File: config.mk
export PLATFORM = sky130hd
export DESIGN_NAME = cart_bank_mapper
export DESIGN_NICKNAME = d
export VERILOG_FILES = /design/src/rtl/bank_mapper_pkg.sv /design/src/rtl/bm_regs.sv /design/src/rtl/bm_prg_map.sv /design/src/rtl/bm_chr_map.sv /design/src/rtl/cart_bank_mapper.sv
export SDC_FILE = /design/constraint.sdc
export NUM_CORES = 1
export LEC_CHECK = 0
export BUFFER_PORTS_ARGS = -buffer_cell sky130_fd_sc_hd__buf_2
export CAP_MARGIN = 20
export CORE_MARGIN = 2
export CORE_UTILIZATION = 53
export DETAILED_ROUTE_END_ITERATION = 12
export PLACE_DENSITY = 0.72
export SYNTH_ARGS = -nofsm -noshare
export SYNTH_HDL_FRONTEND = slang
export SYNTH_SLANG_ARGS = --single-unit
File: constraint.sdc
create_clock -name clk -period 3.5 [get_ports clk]
set_input_delay 0.175 -clock clk [delete_from_list [all_inputs] [get_ports clk]]
set_output_delay 0.175 -clock clk [all_outputs]
set_load 0.005 [all_outputs]
File: src/rtl/bank_mapper_pkg.sv
package bank_mapper_pkg;
   localparam int DATA_W    = 8;
   localparam int NUM_SLOTS = 16;
   localparam int IDX_W     = $clog2(NUM_SLOTS);

   localparam logic [1:0] PAIR_BANK   = 2'd0;
   localparam logic [1:0] PAIR_MIRROR = 2'd1;

   localparam logic [IDX_W-1:0] SLOT_PRG_A = 4'd6;
   localparam logic [IDX_W-1:0] SLOT_PRG_B = 4'd7;
   localparam logic [IDX_W-1:0] SLOT_PRG_C = 4'd15;
   localparam logic [IDX_W-1:0] SLOT_XTRA0 = 4'd8;
   localparam logic [IDX_W-1:0] SLOT_XTRA1 = 4'd9;

   typedef logic [DATA_W-1:0] slot_t;
   typedef slot_t [NUM_SLOTS-1:0] slot_arr_t;

   typedef struct packed {
      logic             chr_inv;
      logic             prg_rot;
      logic             chr_fine;
      logic [IDX_W-1:0] idx;
   } bank_ctl_t;
endpackage

File: src/rtl/bm_regs.sv
module bm_regs
   import bank_mapper_pkg::*;
(
   input  logic              clk,
   input  logic              rst_n,
   input  logic              wr_en,
   input  logic [2:0]        win,
   input  logic              a0,
   input  logic [DATA_W-1:0] wdata,
   output bank_ctl_t         ctl,
   output slot_arr_t         slots,
   output logic              mirror
);
   logic hit, sel_wr, data_wr, mir_wr;
   logic unused_wbit;

   assign hit     = wr_en & win[2];
   assign sel_wr  = hit && (win[1:0] == PAIR_BANK)   && !a0;
   assign data_wr = hit && (win[1:0] == PAIR_BANK)   &&  a0;
   assign mir_wr  = hit && (win[1:0] == PAIR_MIRROR) && !a0;
   assign unused_wbit = wdata[4];

   always_ff @(posedge clk or negedge rst_n) begin
      if (!rst_n) begin
         ctl    <= '0;
         mirror <= 1'b0;
      end else begin
         if (sel_wr) ctl <= '{chr_inv: wdata[7], prg_rot: wdata[6],
                              chr_fine: wdata[5], idx: wdata[IDX_W-1:0]};
         if (mir_wr) mirror <= wdata[0];
      end
   end

   for (genvar g = 0; g < NUM_SLOTS; g++) begin : g_slot
      always_ff @(posedge clk or negedge rst_n) begin
         if (!rst_n)                                  slots[g] <= '0;
         else if (data_wr && ctl.idx == IDX_W'(g))    slots[g] <= wdata;
      end
   end
endmodule

File: src/rtl/bm_prg_map.sv
module bm_prg_map
   import bank_mapper_pkg::*;
#(
   parameter int PRG_W = 5
)(
   input  logic             prg_rot,
   input  slot_arr_t        slots,
   input  logic [1:0]       region,
   output logic [PRG_W-1:0] bank
);
   logic [IDX_W-1:0] pick;
   slot_t            picked;
   logic             unused_slots;

   assign unused_slots = ^slots;

   always_comb begin
      unique case (region)
         2'd0:    pick = prg_rot ? SLOT_PRG_C : SLOT_PRG_A;
         2'd1:    pick = prg_rot ? SLOT_PRG_A : SLOT_PRG_B;
         default: pick = prg_rot ? SLOT_PRG_B : SLOT_PRG_C;
      endcase
      picked = slots[pick];
      bank   = (region == 2'd3) ? '1 : picked[PRG_W-1:0];
   end
endmodule

File: src/rtl/bm_chr_map.sv
module bm_chr_map
   import bank_mapper_pkg::*;
(
   input  logic       chr_inv,
   input  logic       chr_fine,
   input  slot_arr_t  slots,
   input  logic [2:0] kb_slot,
   output slot_t      bank
);
   logic [2:0] eff;
   slot_t      pair_bank;
   logic       unused_slots;

   assign unused_slots = ^slots;
   assign eff          = kb_slot ^ {chr_inv, 2'b00};

   always_comb begin
      pair_bank = slots[{3'b000, eff[1]}];
      if (eff[2]) begin
         bank = slots[{1'b0, eff} - 4'd2];
      end else if (chr_fine) begin
         unique case (eff[1:0])
            2'd0:    bank = slots[0];
            2'd1:    bank = slots[SLOT_XTRA0];
            2'd2:    bank = slots[1];
            default: bank = slots[SLOT_XTRA1];
         endcase
      end else begin
         bank = {pair_bank[DATA_W-1:1], eff[0]};
      end
   end
endmodule

File: src/rtl/cart_bank_mapper.sv
module cart_bank_mapper
   import bank_mapper_pkg::*;
#(
   parameter int PRG_W       = 5,
   parameter int CHR_W       = 8,
   parameter int NT_FROM_CHR = 0
)(
   input  logic             clk,
   input  logic             rst_n,
   input  logic [15:0]      cpu_addr,
   input  logic [7:0]       cpu_data,
   input  logic             cpu_wr,
   input  logic [13:0]      ppu_addr,
   output logic [PRG_W-1:0] prg_bank,
   output logic [CHR_W-1:0] chr_bank,
   output logic             nt_page
);
   if (PRG_W < 1 || PRG_W > DATA_W) begin : g_bad_prg
      $error("PRG_W out of range");
   end
   if (CHR_W < 1 || CHR_W > DATA_W) begin : g_bad_chr
      $error("CHR_W out of range");
   end
   if (NT_FROM_CHR != 0 && NT_FROM_CHR != 1) begin : g_bad_nt
      $error("NT_FROM_CHR must be 0 or 1");
   end

   bank_ctl_t ctl_q;
   slot_arr_t slots_q;
   logic      mirror_q;
   slot_t     pat_bank;
   logic      unused_bits;

   bm_regs u_regs (
      .clk    (clk),
      .rst_n  (rst_n),
      .wr_en  (cpu_wr),
      .win    (cpu_addr[15:13]),
      .a0     (cpu_addr[0]),
      .wdata  (cpu_data),
      .ctl    (ctl_q),
      .slots  (slots_q),
      .mirror (mirror_q)
   );

   bm_prg_map #(.PRG_W(PRG_W)) u_prg (
      .prg_rot (ctl_q.prg_rot),
      .slots   (slots_q),
      .region  (cpu_addr[14:13]),
      .bank    (prg_bank)
   );

   bm_chr_map u_chr (
      .chr_inv  (ctl_q.chr_inv),
      .chr_fine (ctl_q.chr_fine),
      .slots    (slots_q),
      .kb_slot  (ppu_addr[12:10]),
      .bank     (pat_bank)
   );

   assign chr_bank = pat_bank[CHR_W-1:0];

   if (NT_FROM_CHR == 1) begin : g_nt_chr
      slot_t nt_bank;
      logic  unused_nt;
      bm_chr_map u_nt (
         .chr_inv  (ctl_q.chr_inv),
         .chr_fine (ctl_q.chr_fine),
         .slots    (slots_q),
         .kb_slot  ({1'b0, ppu_addr[11:10]}),
         .bank     (nt_bank)
      );
      assign nt_page   = nt_bank[DATA_W-1];
      assign unused_nt = ^{nt_bank[DATA_W-2:0], mirror_q};
   end else begin : g_nt_reg
      assign nt_page = mirror_q ? ppu_addr[11] : ppu_addr[10];
   end

   assign unused_bits = ^{cpu_addr[12:1], ppu_addr[13], ppu_addr[9:0], pat_bank};
endmodule

==> results_dict.tcl <==
set metrics [dict create \
    outcome "finished, final reports clean" \
    finalHoldViolations 0 \
    root_buffer "clkbuf_16" \
    fin_setup_tns_ns 0 \
    core_mm2 0.01252 \
    grt_pass1_wl_um 24970 \
    yosysUniqueCellTypes 36 \
    cts_resized 0 \
    finalWirelength_um 16050 \
    final_util_pct 61.54 \
    yosysMostFrequentCell "mux2_2" \
    place_congestion 0.8489 \
    ys.flop_type "dfrtp_1" \
    antennaDiodeCount 0 \
    rsz0062_at_grt "false" \
    fmax_mhz 313.6 \
    yosys-top-cells-area "dfrtp_1 (51%), mux2_2 (24%), mux4_2 (12%), mux2i_1 (3.0%), buf_2 (1.2%)" \
    worstPathRequired_ns 3.32 \
    tritoncts "done" \
    cts_buffers 17 \
    drt_iter0_drc 313 \
    r2r_end "u_regs.slots[112]$_DFFE_PN0P_" \
    grt.total_usage_pct 25.75 \
    ir_worst_vdd_mv 0.3436 \
    min_period_over_period_pct 91.11 \
    cts_max_path_buffers 2 \
    rows 41 \
    min_to "u_regs.mirror$_DFFE_PN0P_" \
    cap_violations 0 \
    yosys_warnings 0 \
    period_minus_slack_ns 3.189 \
    yosys_register_bits 136 \
    via_count 4162 \
    via_per_inst 6.121 \
    path_clk_slew_ns 0.06 \
    cp-start-kind "flop" \
    cts_max_level 4 \
    placed_area_mm2 0.007063 \
    grt-ovfl-total 0 \
    antenna_found_initial 0 \
    cp-end-kind "output port" \
    synth_top_cell_area_share_pct 50.60 \
    final_area_mm2 0.007702 \
    synthCells 461 \
    dp.cells 647 \
    cts_sinks 136 \
    synth_common_cells "mux2_2 (142), dfrtp_1 (136), mux4_2 (37)" \
    grt_max_degree 73 \
    power_density_mw_per_mm2 570.5 \
    syn_area_mm2 0.006725 \
    dp_slack_ns 0.7365 \
    hp-class "in -> reg" \
    fin_hold_ws_ns 0.1745 \
    clock_latency_ns 0.41 \
    drv_slew 0 \
    min_path_cells 4 \
    critPathArrivalTime_ns 3.01 \
    holdCritStartpoint "cpu_addr[0]" \
    finalSetupViolCount 0 \
    ys_async_sr_fraction_pct 100.0 \
    pin_count 55 \
    syn-num-nets 503 \
    antenna_left 0 \
    synth_top_area_cell "dfrtp_1" \
    criticalPathCategory "reg -> out" \
    drive_gt1_share_pct 51.57 \
    dp_hpwl_um 10180 \
    r2r_cells 5 \
    instances_no_fill 680 \
    syn_avg_cell_area_um2 14.59 \
    nets 537 \
    area_delta_synth_final_pct 14.53 \
    crit_fanout 18 \
    die_x_um 116.6 \
    route.detailed.drc 0 \
    finalWorstSetupSlack_ns 0.3112 \
    slew_headroom_pct 50.56 \
    synth_edf_count 0 \
    tightest_slew_ns 0.7376 \
    die-height_um 116.6 \
    grt_pass1_vias 4438 \
    die-area_mm2 0.01361 \
    p_leak_nw 3.691 \
    start_util_pct 53.73 \
    r2r_start "u_regs.ctl[3]$_DFFE_PN0P_" \
    wl_per_cell_um 23.61 \
    nFillCells 954 \
    finalPower_mw 4.394 \
    r2r_setup_slack_ns 1.02 \
    synth_seq_area_share_pct 50.60 \
    finClkSkew_ns 0.008960 \
    port_buffers 31 \
    first_pass_iters 4 \
]
## worst max-delay path: stages, from the launching register on
cell and delay, ns:
dfrtp_1 0.38, xor2_1 0.20, inv_1 0.18, ha_1 0.40, buf_4 0.34, mux2_2 0.38, or3_1 0.30, nand4_1 0.10
o211ai_1 0.14, buf_2 0.17
## cell type report
type,count,area [um^2],share of cell area [%]
timing repair buffer,44,261.5,3.395
clock buffer,19,452.9,5.880
sequential,136,3403,44.18
inverter,5,18.77,0.2437
multi-input combinational,291,3174,41.21
clock inverter,13,176.4,2.290
tap,172,215.2,2.794
## sequential cells by signal, summed over array words and instances (netlist names)
signal / flops
u_regs.ctl: 7
u_regs.mirror: 1
u_regs.slots: 128
## what timing repair did
item	in CTS	in global routing
hold buffers	1	0
setup endpoints to repair	0	0
setup buffers	0	0
hold endpoints to repair	70	0
## cells by family (layout without fill, tap and decap cells)
family / Yosys count / after routing / synth area share, %
fa+ha+maj: 1 / 1 / 0.1860
mux: 199 / 199 / 39.14
compound gates: 30 / 30 / 2.679
xor+xnor: 2 / 2 / 0.2605
flops: 136 / 136 / 50.60
buf+inv: 34 / 81 / 2.195
simple gates: 59 / 59 / 4.930
## cell usage in the layout (no fill, tap or decap), drive strengths merged
master,count
o22ai,10
o221ai,1
mux2,142
nand3,6
clkinv,6
and3,1
o21ai,4
dlygate4sd3,1
mux2i,20
bufinv,4
nor4,2
nand2,14
buf,43
and4,1
a211o,1
or4,1
inv,5
clkinvlp,3
a21oi,10
ha,1
o211ai,1
nor3,7
or3,1
nor2b,5
a31oi,1
mux4,37
nor3b,1
dfrtp,136
xor2,2
nand3b,1
nand2b,2
nor2,16
clkbuf,19
o2bb2ai,1
a211oi,1
nand4,1
## report_power, final
part	internal (mW)	switching, mW
sequential	1.72	0.118
combinational	0.343	0.328
clock	1.22	0.658
## worst max path at each step
| stage | cells past startpoint | from | endpoint |
|---|---|---|---|
| after CTS | 9 | u_regs.ctl[6]$_DFFE_PN0P_ | chr_bank[2] |
| after floorplan | 9 | u_regs.ctl[6]$_DFFE_PN0P_ | chr_bank[4] |
| after global placement | 9 | u_regs.ctl[6]$_DFFE_PN0P_ | chr_bank[2] |
| after global routing | 9 | u_regs.ctl[6]$_DFFE_PN0P_ | chr_bank[2] |
| after detailed placement | 9 | u_regs.ctl[6]$_DFFE_PN0P_ | chr_bank[2] |
| final | 9 | u_regs.ctl[6]$_DFFE_PN0P_ | chr_bank[6] |
## metal layers
metal  vias to the layer above  global-route usage (%)  part of all wire (%)
met5                         -                       0                     0
met4                         0                   10.20                   2.0
met3                        30                   7.421                   7.8
met2                       149                   42.36                    50
met1                      2176                   32.48                    41
li1                       1807                       -                     -
Power figures use the tool's default switching activity.
